===== src/rtl/i2c_rxack_pkg.sv =====
package i2c_rxack_pkg;
  // control word write fields
  localparam int unsigned F_ACK    = 0;
  localparam int unsigned F_UNLOCK = 1;
  localparam int unsigned F_EARLY  = 2;
  localparam int unsigned F_WAIT   = 3;
  localparam int unsigned F_EN     = 4;
  localparam int unsigned F_SRST   = 5;
  localparam int unsigned F_RXACK  = 6;  // readback only

  typedef struct packed {
    logic data_rise;  // rising edge of a data bit
    logic last_rise;  // rising edge of the final data bit
    logic ack_rise;   // rising edge of the ack bit
    logic last_fall;  // falling edge after the final data bit
    logic ack_fall;   // falling edge after the ack bit
  } scl_evt_t;
endpackage


===== src/rtl/i2c_rxack_bitcnt.sv =====
module i2c_rxack_bitcnt
  import i2c_rxack_pkg::*;
#(
  parameter int unsigned BYTE_BITS = 8
) (
  input  logic     clk_i,
  input  logic     rst_ni,
  input  logic     scl_i,
  input  logic     start_i,
  input  logic     stop_i,
  output scl_evt_t evt_o
);
  localparam int unsigned CNT_W = $clog2(BYTE_BITS + 2);
  localparam logic [CNT_W-1:0] CNT_LAST = CNT_W'(BYTE_BITS - 1);
  localparam logic [CNT_W-1:0] CNT_ACK  = CNT_W'(BYTE_BITS);
  localparam logic [CNT_W-1:0] CNT_DONE = CNT_W'(BYTE_BITS + 1);

  logic             scl_q;
  logic [CNT_W-1:0] cnt_q;
  logic             rise, fall, clr;

  assign clr  = start_i | stop_i;
  assign rise = scl_i & ~scl_q & ~clr;
  assign fall = ~scl_i & scl_q & ~clr;

  always_ff @(posedge clk_i or negedge rst_ni) begin
    if (!rst_ni) begin
      scl_q <= 1'b1;
      cnt_q <= '0;
    end else begin
      scl_q <= scl_i;
      if (clr)                               cnt_q <= '0;
      else if (rise && cnt_q <= CNT_ACK)     cnt_q <= cnt_q + 1'b1;
      else if (fall && cnt_q == CNT_DONE)    cnt_q <= '0;
    end
  end

  always_comb begin
    evt_o.data_rise = rise && (cnt_q < CNT_ACK);
    evt_o.last_rise = rise && (cnt_q == CNT_LAST);
    evt_o.ack_rise  = rise && (cnt_q == CNT_ACK);
    evt_o.last_fall = fall && (cnt_q == CNT_ACK);
    evt_o.ack_fall  = fall && (cnt_q == CNT_DONE);
  end
endmodule


===== src/rtl/i2c_rxack_buffer.sv =====
module i2c_rxack_buffer #(
  parameter int unsigned BYTE_BITS = 8
) (
  input  logic                 clk_i,
  input  logic                 rst_ni,
  input  logic                 rx_en_i,
  input  logic                 early_i,
  input  logic                 sda_i,
  input  logic                 data_rise_i,
  input  logic                 last_rise_i,
  input  logic                 ack_rise_i,
  input  logic                 rd_i,
  output logic [BYTE_BITS-1:0] data_o,
  output logic                 ready_o,
  output logic                 pending_o,
  output logic                 load_o
);
  logic [BYTE_BITS-1:0] shift_q, shift_nxt, hold_q, load_data;
  logic                 ready_q, pend_q, load_src, overrun;

  assign shift_nxt = {shift_q[BYTE_BITS-2:0], sda_i};
  // early select completes the byte with the final data bit still in flight
  assign load_src  = rx_en_i && (early_i ? last_rise_i : ack_rise_i);
  assign load_data = early_i ? shift_nxt : shift_q;
  assign load_o    = load_src && (!ready_q || rd_i);
  assign overrun   = load_src && ready_q && !rd_i;

  always_ff @(posedge clk_i or negedge rst_ni) begin
    if (!rst_ni) begin
      shift_q <= '0;
      hold_q  <= '0;
      ready_q <= 1'b0;
      pend_q  <= 1'b0;
    end else begin
      if (rx_en_i && data_rise_i) shift_q <= shift_nxt;
      if (load_o) begin
        hold_q  <= load_data;
        ready_q <= 1'b1;
      end else if (overrun) begin
        pend_q  <= 1'b1;
      end else if (rd_i && pend_q) begin
        hold_q  <= shift_q;
        pend_q  <= 1'b0;
      end else if (rd_i) begin
        ready_q <= 1'b0;
      end
    end
  end

  assign data_o    = hold_q;
  assign ready_o   = ready_q;
  assign pending_o = pend_q;
endmodule


===== src/rtl/i2c_rxack_stretch.sv =====
module i2c_rxack_stretch (
  input  logic clk_i,
  input  logic rst_ni,
  input  logic rx_en_i,
  input  logic early_i,
  input  logic wait_i,
  input  logic ready_i,
  input  logic pending_i,
  input  logic rd_i,
  input  logic ack_wr_i,
  input  logic start_i,
  input  logic stop_i,
  input  logic last_fall_i,
  input  logic ack_fall_i,
  output logic hold8_o,
  output logic hold_o,
  output logic ack_slot_o
);
  logic hold8_q, hold9_q, slot_q, bus_clr, hold9_set;

  assign bus_clr   = start_i | stop_i;
  assign hold9_set = ack_fall_i && rx_en_i && !rd_i &&
                     (pending_i || (wait_i && ready_i));

  always_ff @(posedge clk_i or negedge rst_ni) begin
    if (!rst_ni) begin
      hold8_q <= 1'b0;
      hold9_q <= 1'b0;
      slot_q  <= 1'b0;
    end else begin
      // an ack write in the same cycle as the eighth fall pre-empts the hold
      if (bus_clr || ack_wr_i)                      hold8_q <= 1'b0;
      else if (last_fall_i && rx_en_i && early_i)   hold8_q <= 1'b1;

      if (bus_clr || rd_i)                          hold9_q <= 1'b0;
      else if (hold9_set)                           hold9_q <= 1'b1;

      if (bus_clr || ack_fall_i)                    slot_q  <= 1'b0;
      else if (last_fall_i && rx_en_i)              slot_q  <= 1'b1;
    end
  end

  assign hold8_o    = hold8_q;
  assign hold_o     = hold8_q | hold9_q;
  assign ack_slot_o = slot_q;
endmodule


===== src/rtl/i2c_rxack_ackreg.sv =====
module i2c_rxack_ackreg
  import i2c_rxack_pkg::*;
#(
  parameter int unsigned REG_W = 8
) (
  input  logic             clk_i,
  input  logic             rst_ni,
  input  logic             reg_wr_i,
  input  logic [REG_W-1:0] reg_wdata_i,
  input  logic             stop_i,
  input  logic             stop_req_i,
  input  logic             tx_mode_i,
  input  logic             ack_rise_i,
  input  logic             sda_i,
  output logic             ack_bit_o,
  output logic             rx_ack_o,
  output logic             early_o,
  output logic             wait_o,
  output logic             ack_wr_o,
  output logic             srst_o,
  output logic [REG_W-1:0] rdata_o
);
  logic ack_q, rx_ack_q, early_q, wait_q, en_q;
  logic unused_wdata;

  assign unused_wdata = ^reg_wdata_i[REG_W-1:F_SRST+1];
  assign srst_o   = reg_wr_i && reg_wdata_i[F_SRST] && !en_q;
  assign ack_wr_o = reg_wr_i && reg_wdata_i[F_UNLOCK];

  always_ff @(posedge clk_i or negedge rst_ni) begin
    if (!rst_ni) begin
      ack_q    <= 1'b0;
      rx_ack_q <= 1'b0;
      early_q  <= 1'b0;
      wait_q   <= 1'b0;
      en_q     <= 1'b0;
    end else begin
      if (reg_wr_i) begin
        early_q <= reg_wdata_i[F_EARLY];
        wait_q  <= reg_wdata_i[F_WAIT];
        en_q    <= reg_wdata_i[F_EN];
      end
      if (srst_o)                   ack_q <= 1'b0;
      else if (ack_wr_o)            ack_q <= reg_wdata_i[F_ACK];
      else if (stop_i && stop_req_i) ack_q <= 1'b0;

      if (srst_o)                       rx_ack_q <= 1'b0;
      else if (tx_mode_i && ack_rise_i) rx_ack_q <= sda_i;
    end
  end

  always_comb begin
    rdata_o          = '0;
    rdata_o[F_ACK]   = ack_q;
    rdata_o[F_EARLY] = early_q;
    rdata_o[F_WAIT]  = wait_q;
    rdata_o[F_EN]    = en_q;
    rdata_o[F_RXACK] = rx_ack_q;
  end

  assign ack_bit_o = ack_q;
  assign rx_ack_o  = rx_ack_q;
  assign early_o   = early_q;
  assign wait_o    = wait_q;
endmodule


===== src/rtl/i2c_rxack_ctrl.sv =====
module i2c_rxack_ctrl
  import i2c_rxack_pkg::*;
#(
  parameter int unsigned BYTE_BITS = 8,
  parameter int unsigned REG_W     = 8
) (
  input  logic                 clk_i,
  input  logic                 rst_ni,
  input  logic                 scl_i,
  input  logic                 sda_i,
  input  logic                 start_det_i,
  input  logic                 stop_det_i,
  input  logic                 stop_req_i,
  input  logic                 tx_mode_i,
  input  logic                 rd_strobe_i,
  input  logic                 reg_wr_i,
  input  logic [REG_W-1:0]     reg_wdata_i,
  output logic [REG_W-1:0]     reg_rdata_o,
  output logic [BYTE_BITS-1:0] rx_data_o,
  output logic                 data_ready_o,
  output logic                 scl_hold_o,
  output logic                 sda_o
);
  scl_evt_t evt;
  logic rx_en, early_w, wait_w, ack_bit_w, rx_ack_w, ack_wr_w, srst_w;
  logic pending_w, load_w, hold8_w, slot_w;

  assign rx_en = ~tx_mode_i;

  i2c_rxack_bitcnt #(.BYTE_BITS(BYTE_BITS)) u_bitcnt (
    .clk_i   (clk_i),
    .rst_ni  (rst_ni),
    .scl_i   (scl_i),
    .start_i (start_det_i),
    .stop_i  (stop_det_i),
    .evt_o   (evt)
  );

  i2c_rxack_buffer #(.BYTE_BITS(BYTE_BITS)) u_buffer (
    .clk_i       (clk_i),
    .rst_ni      (rst_ni),
    .rx_en_i     (rx_en),
    .early_i     (early_w),
    .sda_i       (sda_i),
    .data_rise_i (evt.data_rise),
    .last_rise_i (evt.last_rise),
    .ack_rise_i  (evt.ack_rise),
    .rd_i        (rd_strobe_i),
    .data_o      (rx_data_o),
    .ready_o     (data_ready_o),
    .pending_o   (pending_w),
    .load_o      (load_w)
  );

  i2c_rxack_stretch u_stretch (
    .clk_i       (clk_i),
    .rst_ni      (rst_ni),
    .rx_en_i     (rx_en),
    .early_i     (early_w),
    .wait_i      (wait_w),
    .ready_i     (data_ready_o),
    .pending_i   (pending_w),
    .rd_i        (rd_strobe_i),
    .ack_wr_i    (ack_wr_w),
    .start_i     (start_det_i),
    .stop_i      (stop_det_i),
    .last_fall_i (evt.last_fall),
    .ack_fall_i  (evt.ack_fall),
    .hold8_o     (hold8_w),
    .hold_o      (scl_hold_o),
    .ack_slot_o  (slot_w)
  );

  i2c_rxack_ackreg #(.REG_W(REG_W)) u_ackreg (
    .clk_i       (clk_i),
    .rst_ni      (rst_ni),
    .reg_wr_i    (reg_wr_i),
    .reg_wdata_i (reg_wdata_i),
    .stop_i      (stop_det_i),
    .stop_req_i  (stop_req_i),
    .tx_mode_i   (tx_mode_i),
    .ack_rise_i  (evt.ack_rise),
    .sda_i       (sda_i),
    .ack_bit_o   (ack_bit_w),
    .rx_ack_o    (rx_ack_w),
    .early_o     (early_w),
    .wait_o      (wait_w),
    .ack_wr_o    (ack_wr_w),
    .srst_o      (srst_w),
    .rdata_o     (reg_rdata_o)
  );

  assign sda_o = slot_w ? ack_bit_w : 1'b1;
endmodule


===== config.mk =====
export PLATFORM = sky130hd
export DESIGN_NAME = i2c_rxack_ctrl
export DESIGN_NICKNAME = d
export VERILOG_FILES = /design/src/rtl/i2c_rxack_pkg.sv /design/src/rtl/i2c_rxack_bitcnt.sv /design/src/rtl/i2c_rxack_buffer.sv /design/src/rtl/i2c_rxack_stretch.sv /design/src/rtl/i2c_rxack_ackreg.sv /design/src/rtl/i2c_rxack_ctrl.sv
export SDC_FILE = /design/constraint.sdc
export NUM_CORES = 1
export LEC_CHECK = 0
export ABC_AREA = 1
export BUFFER_PORTS_ARGS = -buffer_cell sky130_fd_sc_hd__buf_2
export CAP_MARGIN = 40
export CORE_AREA = 5 5 63 65
export DETAILED_ROUTE_END_ITERATION = 8
export DIE_AREA = 0 0 68 70
export PLACE_DENSITY = 0.82
export SKIP_CTS_REPAIR_TIMING = 1
export SYNTH_ARGS = -nofsm -noshare
export SYNTH_HDL_FRONTEND = slang
export SYNTH_SLANG_ARGS = --single-unit
export TNS_END_PERCENT = 30

===== constraint.sdc =====
create_clock -name clk_i -period 1.7 [get_ports clk_i]
set_input_delay 0.085 -clock clk_i [delete_from_list [all_inputs] [get_ports clk_i]]
set_output_delay 0.085 -clock clk_i [all_outputs]
set_load 0.1 [all_outputs]

; ---- Word-level counts from Yosys, hierarchy flattened
; Cells that the tools add are included.
[totals]
latch_bits = 0
ramBits = 0
reg_bits = 31
out_inout_bits = 19
n_memories = 0
mem_bits_ro = 0
[classes]
bitwise_logic = 11
n_eq_ne = 5
reduce_logical = 43
n_mul = 0
n_lt_le_gt_ge = 2
div_mod_pow = 0
shifts = 0
n_mux = 26
add_sub_neg = 1
[ops]
columns = operator, count
row1 = two-way mux 8 bit, 4
row2 = logical AND 1 bit, 23
row3 = two-way mux 1 bit, 19
row4 = nonzero test 2 bit, 7
row5 = two-way mux 4 bit, 3
row6 = "equality test 4 bit, second input constant", 2
row7 = nonzero test 3 bit, 2
row8 = logical OR 1 bit, 5
row9 = NOT 1 bit, 5
row10 = "adder 4 x 1 -> 4 bit, second input constant", 1
row11 = AND 1 bit, 4
row12 = "equality test 4 x 3 -> 1 bit, second input constant", 1
row13 = "less-or-equal comparator 4 bit, second input constant", 1
row14 = "< comparator 4 bit, second input constant", 1
row15 = "!= test 2 bit, second input constant", 2
row16 = AND reduction 2 bit, 2
row17 = logical NOT 1 bit, 3
row18 = AND reduction 3 bit, 1
row19 = bitwise OR 1 bit, 2

; ---- Longest topological paths before layout
[depth]
depth_word = 10
mapped_depth = 12

; ---- By module
; A second synthesis with hierarchy kept.
[hier_totals]
hier_cells = 237
hier_area_um2 = 1820.5
[modules_own_cells]
columns = module, area_each_um2, n_inst, cells_each
row1 = i2c_rxack_buffer, 978.4, 1, 125
row2 = i2c_rxack_bitcnt, 344.1, 1, 43
row3 = i2c_rxack_ackreg, 317.8, 1, 42
row4 = i2c_rxack_stretch, 168.9, 1, 24
row5 = i2c_rxack_ctrl, 11.3, 1, 3

; ---- Least setup slack after synthesis
; Ideal clock, no wire load.
[synth_timing]
path_kind = register to register
startpoint = register u_buffer.ready_q (netlist: u_buffer.ready_o)
endpoint = register u_buffer.hold_q[0] (netlist: u_buffer.data_o[0])
path_stages_with_launch = 6
slack_ps = -270
setup_ps = 121
required_time_ps = 1579
arrival_time_ps = 1850
path_cell_list = dfrtp_1 -> nand2_1 -> nand4_4 -> nand2_1 -> nand2_1 -> nand2_1
[synth_between]
elab_chain_len = 5
elab_cells_between_ends = 9
classes_between = eq/ne (1) / mux (1) / reduce/logical (7)
[synth_lines]
columns = item, line_no
row1 = start: declaration, i2c_rxack_buffer.sv:19  ; logic ready_q, pend_q, load_src, overrun;
row2 = start signal: assignment, i2c_rxack_buffer.sv:32  ; ready_q <= 1'b0;
row3 = start signal: assignment, i2c_rxack_buffer.sv:38  ; ready_q <= 1'b1;
row4 = start signal: assignment, i2c_rxack_buffer.sv:45  ; ready_q <= 1'b0;
row5 = logical NOT 1 bit, i2c_rxack_buffer.sv:25  ; assign load_o = load_src && (!ready_q || rd_i);
row6 = logical OR 1 bit, i2c_rxack_buffer.sv:25
row7 = logical AND 1 bit, i2c_rxack_buffer.sv:25
row8 = != test 2 bit (no line) or nonzero test 2 bit (tied branches), -
row9 = AND reduction 2 bit (no line), -
row10 = end signal: assignment, i2c_rxack_buffer.sv:37  ; hold_q <= load_data;
row11 = end signal: assignment, i2c_rxack_buffer.sv:42  ; hold_q <= shift_q;
row12 = end: declaration, i2c_rxack_buffer.sv:18  ; logic [BYTE_BITS-1:0] shift_q, shift_nxt, hold_q, load_data;
; Several ways; a longest one is shown, not always the timed one.
; A chain may end at the register's enable or synchronous reset.

; ---- Worst setup path in the final report
[layout_timing]
startpoint = register u_bitcnt.cnt_q[0]
endpoint = register u_buffer.hold_q[1] (netlist: u_buffer.data_o[1])
[layout_between]
elab_chain_len = 8
elab_cells_between_ends = 13
classes_between = eq/ne (3) / mux (2) / reduce/logical (8)
[layout_lines]
columns = item, line_no
row1 = start: declaration, i2c_rxack_bitcnt.sv:19  ; logic [CNT_W-1:0] cnt_q;
row2 = start signal: assignment, i2c_rxack_bitcnt.sv:33  ; else if (rise && cnt_q <= CNT_ACK) cnt_q <= cnt_q + 1'b1;
row3 = equality test 4 bit or equality test 4 x 3 -> 1 bit (tied branches), "i2c_rxack_bitcnt.sv:41, i2c_rxack_bitcnt.sv:40"
row4 = "logical AND 1 bit, on equally long branches", "i2c_rxack_bitcnt.sv:41, i2c_rxack_bitcnt.sv:40"
row5 = two-way mux 1 bit *, i2c_rxack_buffer.sv:23  ; assign load_src = rx_en_i && (early_i ? last_rise_i : ack_rise_i);
row6 = logical AND 1 bit *, i2c_rxack_buffer.sv:23
row7 = logical AND 1 bit (2 in a row), i2c_rxack_buffer.sv:26  ; assign overrun = load_src && ready_q && !rd_i;
row8 = != test 2 bit (no line), -
row9 = AND reduction 2 bit (no line), -
; Every way passes the cells marked *; elsewhere a longest branch is shown, timed or not.

==> impl_metrics.csv <==
group,metric,value,unit
timing,hold_viol,1,
synth,ys_warn_count,0,
global_routing,grt_pass1_wl,5.84,mm
route,final_antenna_net_count,0,
synth,synthesis.area,0.00168,sq mm
critical_path,crit_fanout,8,
hold_path,min_path_cells,4,
global_routing,gr-total-overflow,0,
clock_network,cts.reportedPaths.clkPinSlew,0.10,ns
synth,synth_cell_type_count,27,
critical_path,cp.arrival,1.93,ns
floorplanning,core_area,0.00328,sq mm
status,status,"complete, but fails checks",
critical_path,reg2reg_from,"u_bitcnt.cnt_q[0]",
critical_path,r2r-end,"u_buffer.data_o[1]",
final_layout,drive_above_1_share,0.314,
global_routing,antenna_found_initial,0,
floorplanning,die_x,68,microns
clock_network,clock_latency,0.33,ns
placed_design,gp_congestion,0.786,
clock_network,cts_root_buf,"clkbuf_4",
route,drtPass1Iterations,4,
clock_network,htree_levels,2,
pwr,p_per_area,1010,mW/mm^2
clock_network,tritoncts,"yes",
route,via_per_inst,5.03,
final_layout,fin_area,0.00218,sq mm
timing,drv_slew,0,
clock_network,clockBufferDepth,2,
critical_path,crit_chain,"ha_2 > inv_2 > nor2_1 > nand2_1 > nand2_4 > nand2_4 > nor2_4 > nand3_2 > nand2_2 > nand2_2 > nand2_1",
synth,synth-seq-cells,31,
clock_network,cts_sinks,31,
critical_path,rrSetupSlack,0.05,ns
synth,syn_inst,213,
timing,timing.fmax,0.605,GHz
global_routing,grt_pass1_vias,1401,
placed_design,portBuffers,31,
critical_path,r2r_cells,11,
critical_path,path_class,"reg2reg",
timing,worst_hold_slack,-0.000128,ns
timing,fin_setup_tns,0,ns
hold_path,holdPathEnd,"u_ackreg.ack_bit_o",
timing,period_needed,1.65,ns
critical_path,critPathMaxStageDelay,0.43,ns
final_layout,final_common_cell,"nand2_1",
clock_network,numCtsBuffers,5,
pwr,ir_worst_vdd,0.000547,V
hold_path,min_from,"stop_req_i",
timing,setup_violations,0,
floorplanning,die_area,0.00476,sq mm
timing,timing.final.ws_setup,0.0479,ns
final_layout,diodes,0,
critical_path,endpoint_kind,"flip-flop",
route,vias,1559,
route,finalWirelength,3.89,mm
final_layout,fin_nets,284,
final_layout,postLayoutCoreUtil,0.662,
final_layout,final_cell_mix,"nand2_1, buf_2, dfrtp_1",
floorplanning,die_y,70,microns
critical_path,worstSetupStartpointType,"flip-flop",
floorplanning,start_util,0.513,
run,maxCapViolCount,0,
final_layout,syn_to_final_growth,29.2,%
hold_path,hp-class,"in2reg",
critical_path,cp_slowest_cell,"dfrtp_1",
route,wl_per_cell,12.6,microns
global_routing,grt_max_degree,32,
timing,slew-limit-headroom,0.548,
route,route.detailed.drc,0,
floorplanning,io-pin-count,37,
synth,postSynthAreaPerCell,7.91,sq um
pwr,p_leak,1.09,nW
placed_design,dpl_cell_area,0.00189,sq mm
placed_design,hpwl,2.53,mm
timing,skew,0.0114,ns
critical_path,cp.required,1.98,ns
pwr,p_total,2.20,mW
status,violations,"negative hold slack",
timing,rsz0062_at_grt,"true",
route,first_iter_violations,120,
floorplanning,num_rows,21,
synth,seq_area_frac_synth,0.461,
timing,fin_crit_sh,0.972,
timing,worstMarginPinSlew,0.678,ns
global_routing,track_usage,0.158,
placed_design,pre_cts_slack,0.00959,ns
## cell type report
class	instances	area [sq um]
fill	251	1110
multi-input combinational	149	830
sequential	31	778
timing repair buffer	51	330
inverter	25	93.8
tap	46	57.6
clock buffer	6	51.3
clock inverter	2	35.0
## per-layer routing
metal  vias to the layer above  GRT usage  share of wire
li1                        781          -              -
met1                       726      0.197           0.43
met2                        44      0.254           0.50
met3                         8     0.0321          0.048
met4                         0     0.0795          0.020
met5                         -          0              0
## how the worst max path moves through the flow
stage                                  from                 end  slack, ns  cells past startpoint
final                     u_bitcnt.cnt_q[0]  u_buffer.data_o[1]       0.05                     11
after global routing      u_bitcnt.cnt_q[0]   u_bitcnt.cnt_q[1]      -0.07                      6
after CTS                 u_bitcnt.cnt_q[0]  u_buffer.data_o[2]      -0.02                     10
after detailed placement  u_bitcnt.cnt_q[0]  u_buffer.data_o[2]       0.01                     10
after global placement    u_bitcnt.cnt_q[0]  u_buffer.data_o[5]       0.07                     10
after floorplan            u_buffer.ready_o  u_buffer.data_o[0]       0.09                      5
## where the power goes
| part | switching (mW) | internal, mW |
|---|---|---|
| Combinational | 0.576 | 0.155 |
| Sequential | 0.0520 | 0.813 |
| Clock | 0.253 | 0.347 |
## stage by stage
step / cells / hold slack [ns]
after global routing: 310 / 0.0155
final: 310 / -0.000128
after CTS: 298 / -0.201
after detailed placement: 290 / 0.159
after global placement: 290 / 0.165
after floorplan: 215 / -0.211
## cell families after synthesis
logic type	Yosys count	share of synthesized area
simple gates	104	0.276
other cells	1	0.00223
mux	2	0.0134
buf+inv	36	0.103
compound gates	34	0.111
fa+ha+maj	3	0.0223
flops	31	0.461
xor+xnor	2	0.0104
## worst max-delay path, delay by kind of cell (launching register included)
kind	cells	cell delay, ns
buffers and inverters	1	0.03
DFF	1	0.43
and+or+nand+nor	9	0.91
adders and majority gates	1	0.24
## Yosys cell counts
master,instances,share of area
xor2_1,2,0.010
buf_6,1,0.0067
dfrtp_1,30,0.45
a22oi_1,1,0.0045
nand3_1,22,0.065
nor4_1,1,0.0037
nor3_1,2,0.0059
ha_1,3,0.022
mux2_2,2,0.013
o22ai_1,2,0.0074
clkbuf_1,2,0.0045
nor2_2,1,0.0037
inv_1,24,0.053
nand4_4,1,0.013
dfstp_2,1,0.016
buf_4,8,0.036
inv_2,1,0.0022
conb_1,1,0.0022
nor2_4,2,0.013
nand2_1,68,0.15
a21oi_1,7,0.021
o21ai_0,21,0.062
nor2_1,4,0.0089
nand2_2,1,0.0037
or2_2,2,0.0074
o31ai_1,1,0.0045
a22o_2,2,0.012
(Power assumes the default switching activity.)
